===== config.mk =====
export PLATFORM = sky130hd
export DESIGN_NAME = g2r_monitor
export DESIGN_NICKNAME = d
export VERILOG_FILES = /design/src/rtl/g2r_pkg.sv /design/src/rtl/g2r_link_sense.sv /design/src/rtl/g2r_access.sv /design/src/rtl/g2r_dwell_timer.sv /design/src/rtl/g2r_monitor.sv
export SDC_FILE = /design/constraint.sdc
export NUM_CORES = 1
export LEC_CHECK = 0
export ABC_AREA = 1
export ABC_CLOCK_PERIOD_IN_PS = 1500
export BUFFER_PORTS_ARGS = -buffer_cell sky130_fd_sc_hd__buf_2
export CORE_AREA = 2 2 104 106
export DETAILED_ROUTE_END_ITERATION = 10
export DIE_AREA = 0 0 106 108
export GPL_ROUTABILITY_DRIVEN = 0
export PLACE_DENSITY_LB_ADDON = 0.2
export SYNTH_ARGS = -nofsm -noshare
export SYNTH_HDL_FRONTEND = slang
export SYNTH_SLANG_ARGS = --single-unit

===== constraint.sdc =====
create_clock -name clk -period 1.5 [get_ports clk]
set_input_delay 0.15 -clock clk [delete_from_list [all_inputs] [get_ports clk]]
set_output_delay 0.15 -clock clk [all_outputs]
set_load 0.01 [all_outputs]

===== src/rtl/g2r_pkg.sv =====
package g2r_pkg;

  localparam logic [15:0] RXV_REG_ADDR  = 16'h100D;
  localparam logic [15:0] OVR_REG_ADDR  = 16'h1005;
  localparam logic [15:0] OVR_FORCE_MSK = 16'h0028;  // bits 5 and 3
  localparam logic [5:0]  STALL_STATE   = 6'h0D;
  localparam int          LINK_NRDY_BIT = 4;          // in upper debug word

  typedef enum logic [2:0] {
    ST_IDLE,
    ST_CHK,
    ST_SET_RD,
    ST_SET_WR,
    ST_DWELL,
    ST_CLR_RD,
    ST_CLR_WR
  } rec_state_t;

endpackage


===== src/rtl/g2r_link_sense.sv =====
module g2r_link_sense
  import g2r_pkg::*;
#(
  parameter int DBG_W  = 32,
  parameter int STATE_W = 6
) (
  input  logic             clk,
  input  logic             rst,
  input  logic [DBG_W-1:0] dbg_lo,
  input  logic [DBG_W-1:0] dbg_hi,
  input  logic             tick,
  output logic             link_up,
  output logic             chk_go
);

  logic               nrdy;
  logic [STATE_W-1:0] train_st;
  logic               unused_dbg;

  assign nrdy       = dbg_hi[LINK_NRDY_BIT];
  assign train_st   = dbg_lo[STATE_W-1:0];
  assign unused_dbg = ^{dbg_hi, dbg_lo};

  always_ff @(posedge clk) begin
    if (rst) begin
      link_up <= 1'b0;
      chk_go  <= 1'b0;
    end else begin
      chk_go <= 1'b0;
      if (tick) begin
        link_up <= ~nrdy;
        chk_go  <= ~nrdy && (train_st == STATE_W'(STALL_STATE));
      end
    end
  end

  // link_up moves only on a tick
  a_r1_link_on_tick: assert property (@(posedge clk) disable iff (rst)
    !$past(tick) |-> $stable(link_up));

endmodule


===== src/rtl/g2r_access.sv =====
module g2r_access #(
  parameter int ADDR_W      = 16,
  parameter int DATA_W      = 16,
  parameter int ACK_TIMEOUT = 64
) (
  input  logic              clk,
  input  logic              rst,
  input  logic              start,
  input  logic              start_we,
  input  logic [ADDR_W-1:0] start_addr,
  input  logic [DATA_W-1:0] start_wdata,
  output logic              phy_req,
  output logic              phy_we,
  output logic [ADDR_W-1:0] phy_addr,
  output logic [DATA_W-1:0] phy_wdata,
  input  logic              phy_ack,
  input  logic [DATA_W-1:0] phy_rdata,
  output logic              done,
  output logic              tmo,
  output logic [DATA_W-1:0] rdata
);

  localparam int TW = (ACK_TIMEOUT > 2) ? $clog2(ACK_TIMEOUT) : 1;
  localparam logic [TW-1:0] T_LAST = TW'(ACK_TIMEOUT - 1);

  logic [TW-1:0] wait_cnt;

  always_ff @(posedge clk) begin
    if (rst) begin
      phy_req   <= 1'b0;
      phy_we    <= 1'b0;
      phy_addr  <= '0;
      phy_wdata <= '0;
      wait_cnt  <= '0;
      done      <= 1'b0;
      tmo       <= 1'b0;
      rdata     <= '0;
    end else begin
      done <= 1'b0;
      tmo  <= 1'b0;
      if (phy_req) begin
        if (phy_ack) begin
          phy_req <= 1'b0;
          done    <= 1'b1;
          rdata   <= phy_rdata;
        end else if (wait_cnt == T_LAST) begin
          phy_req <= 1'b0;
          tmo     <= 1'b1;
        end else begin
          wait_cnt <= wait_cnt + 1'b1;
        end
      end else if (start) begin
        phy_req   <= 1'b1;
        phy_we    <= start_we;
        phy_addr  <= start_addr;
        phy_wdata <= start_wdata;
        wait_cnt  <= '0;
      end
    end
  end

  // request fields hold while the request is pending
  a_r9_req_hold: assert property (@(posedge clk) disable iff (rst)
    (phy_req && !phy_ack) |=> (!phy_req ||
      ($stable(phy_addr) && $stable(phy_we) && $stable(phy_wdata))));

  // completion and timeout never coincide
  a_r8_done_xor_tmo: assert property (@(posedge clk) disable iff (rst)
    !(done && tmo));

endmodule


===== src/rtl/g2r_dwell_timer.sv =====
module g2r_dwell_timer #(
  parameter int DWELL_CYCLES = 625000
) (
  input  logic clk,
  input  logic rst,
  input  logic start,
  output logic running,
  output logic expire
);

  localparam int CW = (DWELL_CYCLES > 1) ? $clog2(DWELL_CYCLES + 1) : 1;

  logic [CW-1:0] cnt;

  always_ff @(posedge clk) begin
    if (rst) begin
      cnt     <= '0;
      running <= 1'b0;
      expire  <= 1'b0;
    end else begin
      expire <= 1'b0;
      if (start) begin
        cnt     <= CW'(DWELL_CYCLES - 1);
        running <= 1'b1;
      end else if (running) begin
        if (cnt == '0) begin
          running <= 1'b0;
          expire  <= 1'b1;
        end else begin
          cnt <= cnt - 1'b1;
        end
      end
    end
  end

  // expiry is a single-cycle pulse
  a_r5_expire_pulse: assert property (@(posedge clk) disable iff (rst)
    expire |=> !expire);

endmodule


===== src/rtl/g2r_monitor.sv =====
module g2r_monitor
  import g2r_pkg::*;
#(
  parameter int DBG_W        = 32,
  parameter int ADDR_W       = 16,
  parameter int DATA_W       = 16,
  parameter int ACK_TIMEOUT  = 64,
  parameter int DWELL_CYCLES = 625000
) (
  input  logic              clk,
  input  logic              rst,
  input  logic [DBG_W-1:0]  dbg_lo,
  input  logic [DBG_W-1:0]  dbg_hi,
  input  logic              check_tick,
  output logic              phy_req,
  output logic              phy_we,
  output logic [ADDR_W-1:0] phy_addr,
  output logic [DATA_W-1:0] phy_wdata,
  input  logic              phy_ack,
  input  logic [DATA_W-1:0] phy_rdata,
  output logic              link_up,
  output logic              stall_evt
);

  localparam logic [ADDR_W-1:0] A_RXV = ADDR_W'(RXV_REG_ADDR);
  localparam logic [ADDR_W-1:0] A_OVR = ADDR_W'(OVR_REG_ADDR);
  localparam logic [DATA_W-1:0] M_OVR = DATA_W'(OVR_FORCE_MSK);

  rec_state_t        state_q, state_d;
  logic              chk_go;
  logic              acc_start, acc_we, acc_done, acc_tmo;
  logic [ADDR_W-1:0] acc_addr;
  logic [DATA_W-1:0] acc_wdata, acc_rdata;
  logic              tmr_start, tmr_run, tmr_exp;
  logic              evt_set;

  g2r_link_sense #(.DBG_W(DBG_W), .STATE_W(6)) u_sense (
    .clk(clk), .rst(rst), .dbg_lo(dbg_lo), .dbg_hi(dbg_hi),
    .tick(check_tick), .link_up(link_up), .chk_go(chk_go)
  );

  g2r_access #(.ADDR_W(ADDR_W), .DATA_W(DATA_W), .ACK_TIMEOUT(ACK_TIMEOUT)) u_acc (
    .clk(clk), .rst(rst),
    .start(acc_start), .start_we(acc_we), .start_addr(acc_addr),
    .start_wdata(acc_wdata),
    .phy_req(phy_req), .phy_we(phy_we), .phy_addr(phy_addr),
    .phy_wdata(phy_wdata), .phy_ack(phy_ack), .phy_rdata(phy_rdata),
    .done(acc_done), .tmo(acc_tmo), .rdata(acc_rdata)
  );

  g2r_dwell_timer #(.DWELL_CYCLES(DWELL_CYCLES)) u_tmr (
    .clk(clk), .rst(rst), .start(tmr_start), .running(tmr_run), .expire(tmr_exp)
  );

  always_comb begin
    state_d   = state_q;
    acc_start = 1'b0;
    acc_we    = 1'b0;
    acc_addr  = A_OVR;
    acc_wdata = acc_rdata;
    tmr_start = 1'b0;
    evt_set   = 1'b0;
    if (acc_tmo) begin
      state_d = ST_IDLE;
    end else begin
      unique case (state_q)
        ST_IDLE: if (chk_go) begin
          acc_start = 1'b1;
          acc_addr  = A_RXV;
          state_d   = ST_CHK;
        end
        ST_CHK: if (acc_done) begin
          if (acc_rdata[0]) begin
            state_d = ST_IDLE;
          end else begin
            evt_set   = 1'b1;
            acc_start = 1'b1;
            state_d   = ST_SET_RD;
          end
        end
        ST_SET_RD: if (acc_done) begin
          acc_start = 1'b1;
          acc_we    = 1'b1;
          acc_wdata = acc_rdata | M_OVR;
          state_d   = ST_SET_WR;
        end
        ST_SET_WR: if (acc_done) begin
          tmr_start = 1'b1;
          state_d   = ST_DWELL;
        end
        ST_DWELL: if (tmr_exp) begin
          acc_start = 1'b1;
          state_d   = ST_CLR_RD;
        end
        ST_CLR_RD: if (acc_done) begin
          acc_start = 1'b1;
          acc_we    = 1'b1;
          acc_wdata = acc_rdata & ~M_OVR;
          state_d   = ST_CLR_WR;
        end
        ST_CLR_WR: if (acc_done) state_d = ST_IDLE;
        default: state_d = ST_IDLE;
      endcase
    end
  end

  always_ff @(posedge clk) begin
    if (rst) begin
      state_q   <= ST_IDLE;
      stall_evt <= 1'b0;
    end else begin
      state_q   <= state_d;
      stall_evt <= evt_set;
    end
  end

  // stall event lasts one cycle
  a_r4_evt_pulse: assert property (@(posedge clk) disable iff (rst)
    stall_evt |=> !stall_evt);

  // every write targets the override register
  a_r9_write_target: assert property (@(posedge clk) disable iff (rst)
    (phy_req && phy_we) |-> (phy_addr == A_OVR));

  // the PHY port is quiet while the dwell timer runs
  a_r5_quiet_dwell: assert property (@(posedge clk) disable iff (rst)
    tmr_run |-> !phy_req);

  // a timed-out access returns the sequencer to idle
  a_r8_tmo_idle: assert property (@(posedge clk) disable iff (rst)
    acc_tmo |=> (state_q == ST_IDLE));

endmodule


After elaboration in Yosys (flattened, before gate mapping)
Index checks and enable logic that the tools add are counted.
{"block": "totals", "register_bits": 86, "latchBits": 0, "ramBits": 0, "rom_bits": 0, "in_bits": 84, "out_inout_bits": 36, "wordCells": 105, "mem_count": 0}
{"block": "op_classes", "n_addsub": 2, "n_mul": 0, "div_mod_pow": 0, "order_cmp": 0, "n_eq_ne": 18, "n_shift": 0, "mux": 44, "bitwise": 6, "reduce_logical": 19}
{"op": "$mux W20", "n": 3}
{"op": "$mux W6", "n": 7}
{"op": "$mux W3", "n": 7}
{"op": "$pmux W3 S7", "n": 1}
{"op": "$logic_not A20 Y1", "n": 1}
{"op": "$mux W1", "n": 20}
{"op": "$sub A20 B1 Y20 const B", "n": 1}
{"op": "$ne A2 B1 Y1 const B", "n": 7}
{"op": "$mux W4", "n": 3}
{"op": "$pmux W6 S2", "n": 1}
{"op": "$reduce_or A2 Y1", "n": 5}
{"op": "$eq A3 B3 Y1 const B", "n": 3}
{"op": "$reduce_or A3 Y1", "n": 3}
{"op": "$reduce_and A2 Y1", "n": 4}
{"op": "$reduce_and A7 Y1", "n": 1}
{"op": "$add A6 B1 Y6 const B", "n": 1}
{"op": "$eq A3 B2 Y1 const B", "n": 2}
{"op": "$eq A6 B4 Y1 const B", "n": 1}
{"op": "$eq A6 B6 Y1 const B", "n": 1}
{"op": "$ne A2 B2 Y1 const B", "n": 3}
{"op": "$not A1 Y1", "n": 6}
{"op": "$pmux W1 S4", "n": 1}
{"op": "$reduce_bool A2 Y1", "n": 2}
{"op": "$eq A3 B1 Y1 const B", "n": 1}
{"op": "other kinds (4)", "n": 4}

Longest topological paths before layout
{"block": "logic_depth", "depth_word": 6, "mapped_depth": 12, "ltp_nobuf": 11}

Modules after synthesis
Synthesis repeated with hierarchy kept, for this count alone.
{"block": "hier_totals", "cells_unflattened": 589, "area_unflattened_um2": 4020.1}
{"module": "g2r_access", "n_inst": 1, "cells_each": 274, "area_each_um2": 2130.8, "seq_area_each_um2": 1161.1}
{"module": "g2r_dwell_timer", "n_inst": 1, "cells_each": 236, "area_each_um2": 1445.1, "seq_area_each_um2": 440.4}
{"module": "g2r_monitor", "n_inst": 1, "cells_each": 64, "area_each_um2": 347.8, "seq_area_each_um2": 80.1}
{"module": "g2r_link_sense", "n_inst": 1, "cells_each": 15, "area_each_um2": 96.3, "seq_area_each_um2": 40.0}

Worst setup path before layout
No wires, ideal clock.
{"block": "synth_path", "path_kind": "register to register", "start": "register u_tmr.cnt[0]", "end": "register u_tmr.cnt[8]", "setup_ps": 109, "arrival_ps": 1389, "required_time_ps": 1391, "setup_slack_ps": 2, "stages_incl_launch_ff": 10, "n_path_buf": 0, "synth_period_minus_slack_ps": 1498, "path_cell_list": "dfxtp_1 -> inv_1 -> ha_1 -> nand2_1 -> nor2_1 -> or2_2 -> nand4_1 -> nand3_2 -> nand2_1 -> inv_1"}
{"block": "synth_via", "elab_chain_cells": 4, "elab_cells_between_ends": 7, "classes_between": "add/sub (1); eq/ne (1); mux (3); reduce/logical (2)"}
{"element": "start, declared", "line_no": "g2r_dwell_timer.sv:13", "rtl": "logic [CW-1:0] cnt;"}
{"element": "start signal, assigned", "line_no": "g2r_dwell_timer.sv:23", "rtl": "cnt <= CW'(DWELL_CYCLES - 1);"}
{"element": "start signal, assigned", "line_no": "g2r_dwell_timer.sv:30", "rtl": "cnt <= cnt - 1'b1;"}
{"element": "$sub A20 B1 Y20", "line_no": "g2r_dwell_timer.sv:30"}
{"element": "$mux W20", "line_no": "g2r_dwell_timer.sv:26", "rtl": "if (cnt == '0) begin"}
{"element": "$mux W20", "line_no": "g2r_dwell_timer.sv:25", "rtl": "end else if (running) begin"}
{"element": "$mux W20", "line_no": "g2r_dwell_timer.sv:22", "rtl": "if (start) begin"}
Parallel ways exist; a longest one is shown, timed or not. The select of a mux whose other input is x is not followed.
A chain may end at the register's enable or synchronous reset.

Worst setup path in the final report
{"block": "layout_path", "start": "register u_tmr.cnt[16]", "end": "register u_tmr.cnt[1]"}
{"block": "layout_via", "elab_chain_cells": 3}
{"element": "$logic_not A20 Y1", "line_no": "g2r_dwell_timer.sv:26"}
{"element": "$ne A2 B2 Y1 (no source line)"}
{"element": "$reduce_and A2 Y1 (no source line)"}
Every way passes these cells.

==> impl_metrics.py <==
metrics = {
    "sta": {
        "setup_viol": 1,
        "worstMarginPinSlew_ns": 0.573,
        "fin_crit_sh_pct": 101,
        "rsz0062_at_grt": "yes",
        "slew_headroom_pct": 61.7,
        "fin_setup_tns_ns": -0.0149,
        "slew_viol_final": 0,
        "final.setup_skew_ns": 0.00982,
        "max_freq_mhz": 660,
        "worst_slack_ns": -0.0149,
        "finalHoldViolCount": 0,
        "post-route-min-period_ns": 1.51,
    },
    "final_layout": {
        "n_antenna_cell": 0,
        "layout-drive-gt1-share_pct": 40.6,
        "areaGrowthSynthToFinish_pct": 47.3,
        "final_nets": 717,
    },
    "floorplan": {
        "start_util_pct": 34.3,
        "fp.dieW_um": 106,
        "core_area_sq_um": 10200,
        "rows": 37,
        "io_pins": 120,
        "die_height_um": 108,
        "die-area_sq_um": 11400,
    },
    "clock_network": {
        "cts_tree": "yes",
        "cts_made_buffers": 9,
        "clock_latency_ns": 0.35,
        "clk_path_buf_depth": 2,
        "cts-htree-levels": 3,
        "cts_sinks": 72,
        "cts-root-buf": "clkbuf_8",
        "clk_pin_slew_ns": 0.08,
    },
    "power_and_ir_drop": {
        "swShare_pct": 26.6,
        "power_density_nw_per_um2": 898,
        "internal_power_w": 0.00341,
        "p_sw_w": 0.00123,
        "clkPwrFrac_pct": 40.7,
        "p_leak_nw": 2.41,
        "combPwrFrac_pct": 15.3,
        "ir_worst_vdd_uv": 605,
        "power_frac_seq_pct": 44.0,
    },
    "yosys": {
        "synth.distinct_cells": 36,
        "ys_seq_area_share_pct": 41.0,
        "synth_area_sq_um": 3510,
        "yosysMostFrequentCell": "nor2_1",
        "yosysWarnings": 0,
        "synth-seq-cells": 72,
        "synth_area_leaders": "dfxtp_1 41%, nor2_1 13%, nand2_1 9.4%",
        "yosys-top-cells-count": "123 x nor2_1, 88 x nand2_1, 72 x dfxtp_1",
        "synth_ff_type": "dfxtp_1",
        "synthCells": 504,
        "async_reset_ff_share_pct": 0,
        "yosys.area.top_type": "dfxtp_1",
        "syn_area_per_cell_sq_um": 6.97,
        "synth_edf_count": 0,
        "synth_top_area_share_pct": 41.0,
    },
    "critical_path": {
        "r2r_cells": 9,
        "crit_type": "reg -> reg",
        "rr_endpoint": "u_tmr.cnt[1]",
        "path_cells": "nor2_4, inv_2, nor3_4, nand3_4, nand2_8, nand2_8, nor2_2, o21ai_0, inv_1",
        "crit_slowest_cell": "dfxtp_2",
        "r2r_slack_ns": -0.01,
        "arrival_ns": 1.81,
        "end_kind": "flip-flop",
        "rr_startpoint": "u_tmr.cnt[16]",
        "cp_max_fo": 6,
        "cp.required_ns": 1.79,
        "startpoint_type": "flip-flop",
        "critPathMostFrequentCell": "nand2_8",
        "slowest_delay_ns": 0.34,
        "cp-endpoint": "u_tmr.cnt[1]",
        "critical_path.startpoint": "u_tmr.cnt[16]",
    },
    "routing": {
        "wire_per_inst_um": 12.2,
        "vias": 3573,
        "drc": 0,
        "drt_first_iter_violations": 156,
        "via_per_inst": 4.63,
        "dr.pass1.iters": 4,
        "wl_mm": 9.38,
        "drtAntennaViolNets": 0,
    },
    "global_route": {
        "grt.overflow.total": 0,
        "grt_antenna_before_repair": 0,
        "grt_pass1_wl_mm": 14.8,
        "grt_max_degree": 42,
        "grt_usage_pct": 16.1,
        "first_global_vias": 3275,
    },
    "outcome": {
        "violations": "setup timing",
        "status": "finished with violations",
    },
    "flow_run": {
        "maxCapViolCount": 0,
    },
    "placed_design": {
        "post-dp-hpwl_mm": 6.44,
        "port_buffers": 50,
        "pre_cts_ws_ns": -0.0585,
    },
    "min_path": {
        "min_path_type": "in -> reg",
    },
}
-- cell families (layout without fill, tap and decap cells) --
group / Yosys count / count (layout) / share of synthesized area [%]
buffers and inverters: 73 / 191 / 10.6
other: 1 / 12 / 0.107
xor gates and xnor gates: 10 / 10 / 2.49
DFF: 72 / 72 / 41.0
and+or+nand+nor: 275 / 277 / 34.3
AOI/OAI and AO/OA: 70 / 70 / 10.4
adders and majority gates: 3 / 3 / 1.07
-- power groups by stage --
stage | combinational, W | clock, W | sequential, W
after global routing | 0.000782 | 0.00202 | 0.00205
after floorplan | 0.000371 | 0 | 0.00203
final | 0.000711 | 0.00189 | 0.00204
after CTS | 0.000593 | 0.00193 | 0.00200
after detailed placement | 0.000576 | 0 | 0.00204
after global placement | 0.000560 | 0 | 0.00204
-- worst max-delay path: cells and delay by family (launching register included) --
family / cells / cell delay, ns
DFF: 1 / 0.34
AOI/OAI and AO/OA: 1 / 0.09
buffers and inverters: 2 / 0.12
and+or+nand+nor: 6 / 0.92
-- routing by layer --
metal | vias up | wire (um) | global-route usage (%)
met4 | 0 | 185 | 7.05
met1 | 1638 | 4390 | 21.1
met3 | 17 | 272 | 2.23
met5 | - | 0 | 0
li1 | 1855 | - | -
met2 | 63 | 4540 | 26.7
-- final cells by class --
class                   instances  area (sq um)
multi-input cells             372          2150
clock buffers                  10           128
flip-flops and latches         72          1460
clock inverters                 6           116
well taps                     136           170
inverters                      43           175
repair buffers                132           981
fillers                       963          5060
-- cell usage in the layout, fill, tap and decap left out, types with 3 or more instances in the layout --
cell,count
nand2_4,7
inv_2,8
dfxtp_2,7
o21ai_1,13
nor3_1,7
buf_12,3
dfxtp_1,63
xnor2_1,5
a21oi_2,12
nand2_2,18
nand3_2,4
o21ai_0,22
inv_1,30
ha_4,3
nand3_1,21
buf_4,67
nor2_4,11
xor2_1,5
nor2_2,23
conb_1,12
nand2_1,65
nor2_1,96
inv_4,3
buf_6,6
o21ai_2,3
buf_2,50
bufinv_16,3
nand4_1,11
nand2_8,3
clkbuf_8,9
a21oi_1,13
nand3b_1,3
-- how the worst min path moves through the flow --
stage,startpoint,to,slack [ns],depth (start not counted)
6_report,phy_rdata[11],u_acc.rdata[11],0.05,3
2_1_floorplan,dbg_lo[5],u_sense.chk_go,0.23,1
5_1_grt,phy_rdata[10],u_acc.rdata[10],0.06,3
4_1_cts,phy_rdata[11],u_acc.rdata[11],0.04,3
3_5_place_dp,dbg_lo[5],u_sense.chk_go,0.34,2
3_3_place_gp,dbg_lo[5],u_sense.chk_go,0.33,2
-- stage by stage --
stage	utilization, %	instances	area (sq um)	total power [W]	hold slack (ns)
4_1_cts	46.1	765	4720	0.00453	0.0351
3_5_place_dp	42.3	741	4330	0.00262	0.337
3_3_place_gp	42.3	741	4330	0.00260	0.334
6_report	50.6	771	5170	0.00465	0.0478
2_1_floorplan	-	515	3550	0.00240	0.226
5_1_grt	50.6	771	5170	0.00486	0.0645
-- timing repair --
action	CTS	global route
gates resized for setup	23	127
hold endpoints to repair	1	0
setup buffers	4	4
hold buffers	2	0
pin swaps	9	32
endpoints found under the setup margin	42	50
gates cloned	2	2
-- flip-flops by register name, summed over array words and instances, names as in the netlist, 2 cells and up --
| register | cells |
|---|---|
| state_q | 3 |
| u_acc.phy_wdata | 16 |
| u_acc.rdata | 16 |
| u_acc.phy_addr | 2 |
| u_tmr.cnt | 20 |
| u_acc.wait_cnt | 6 |
No activity file was read; power rests on OpenSTA's default activity.
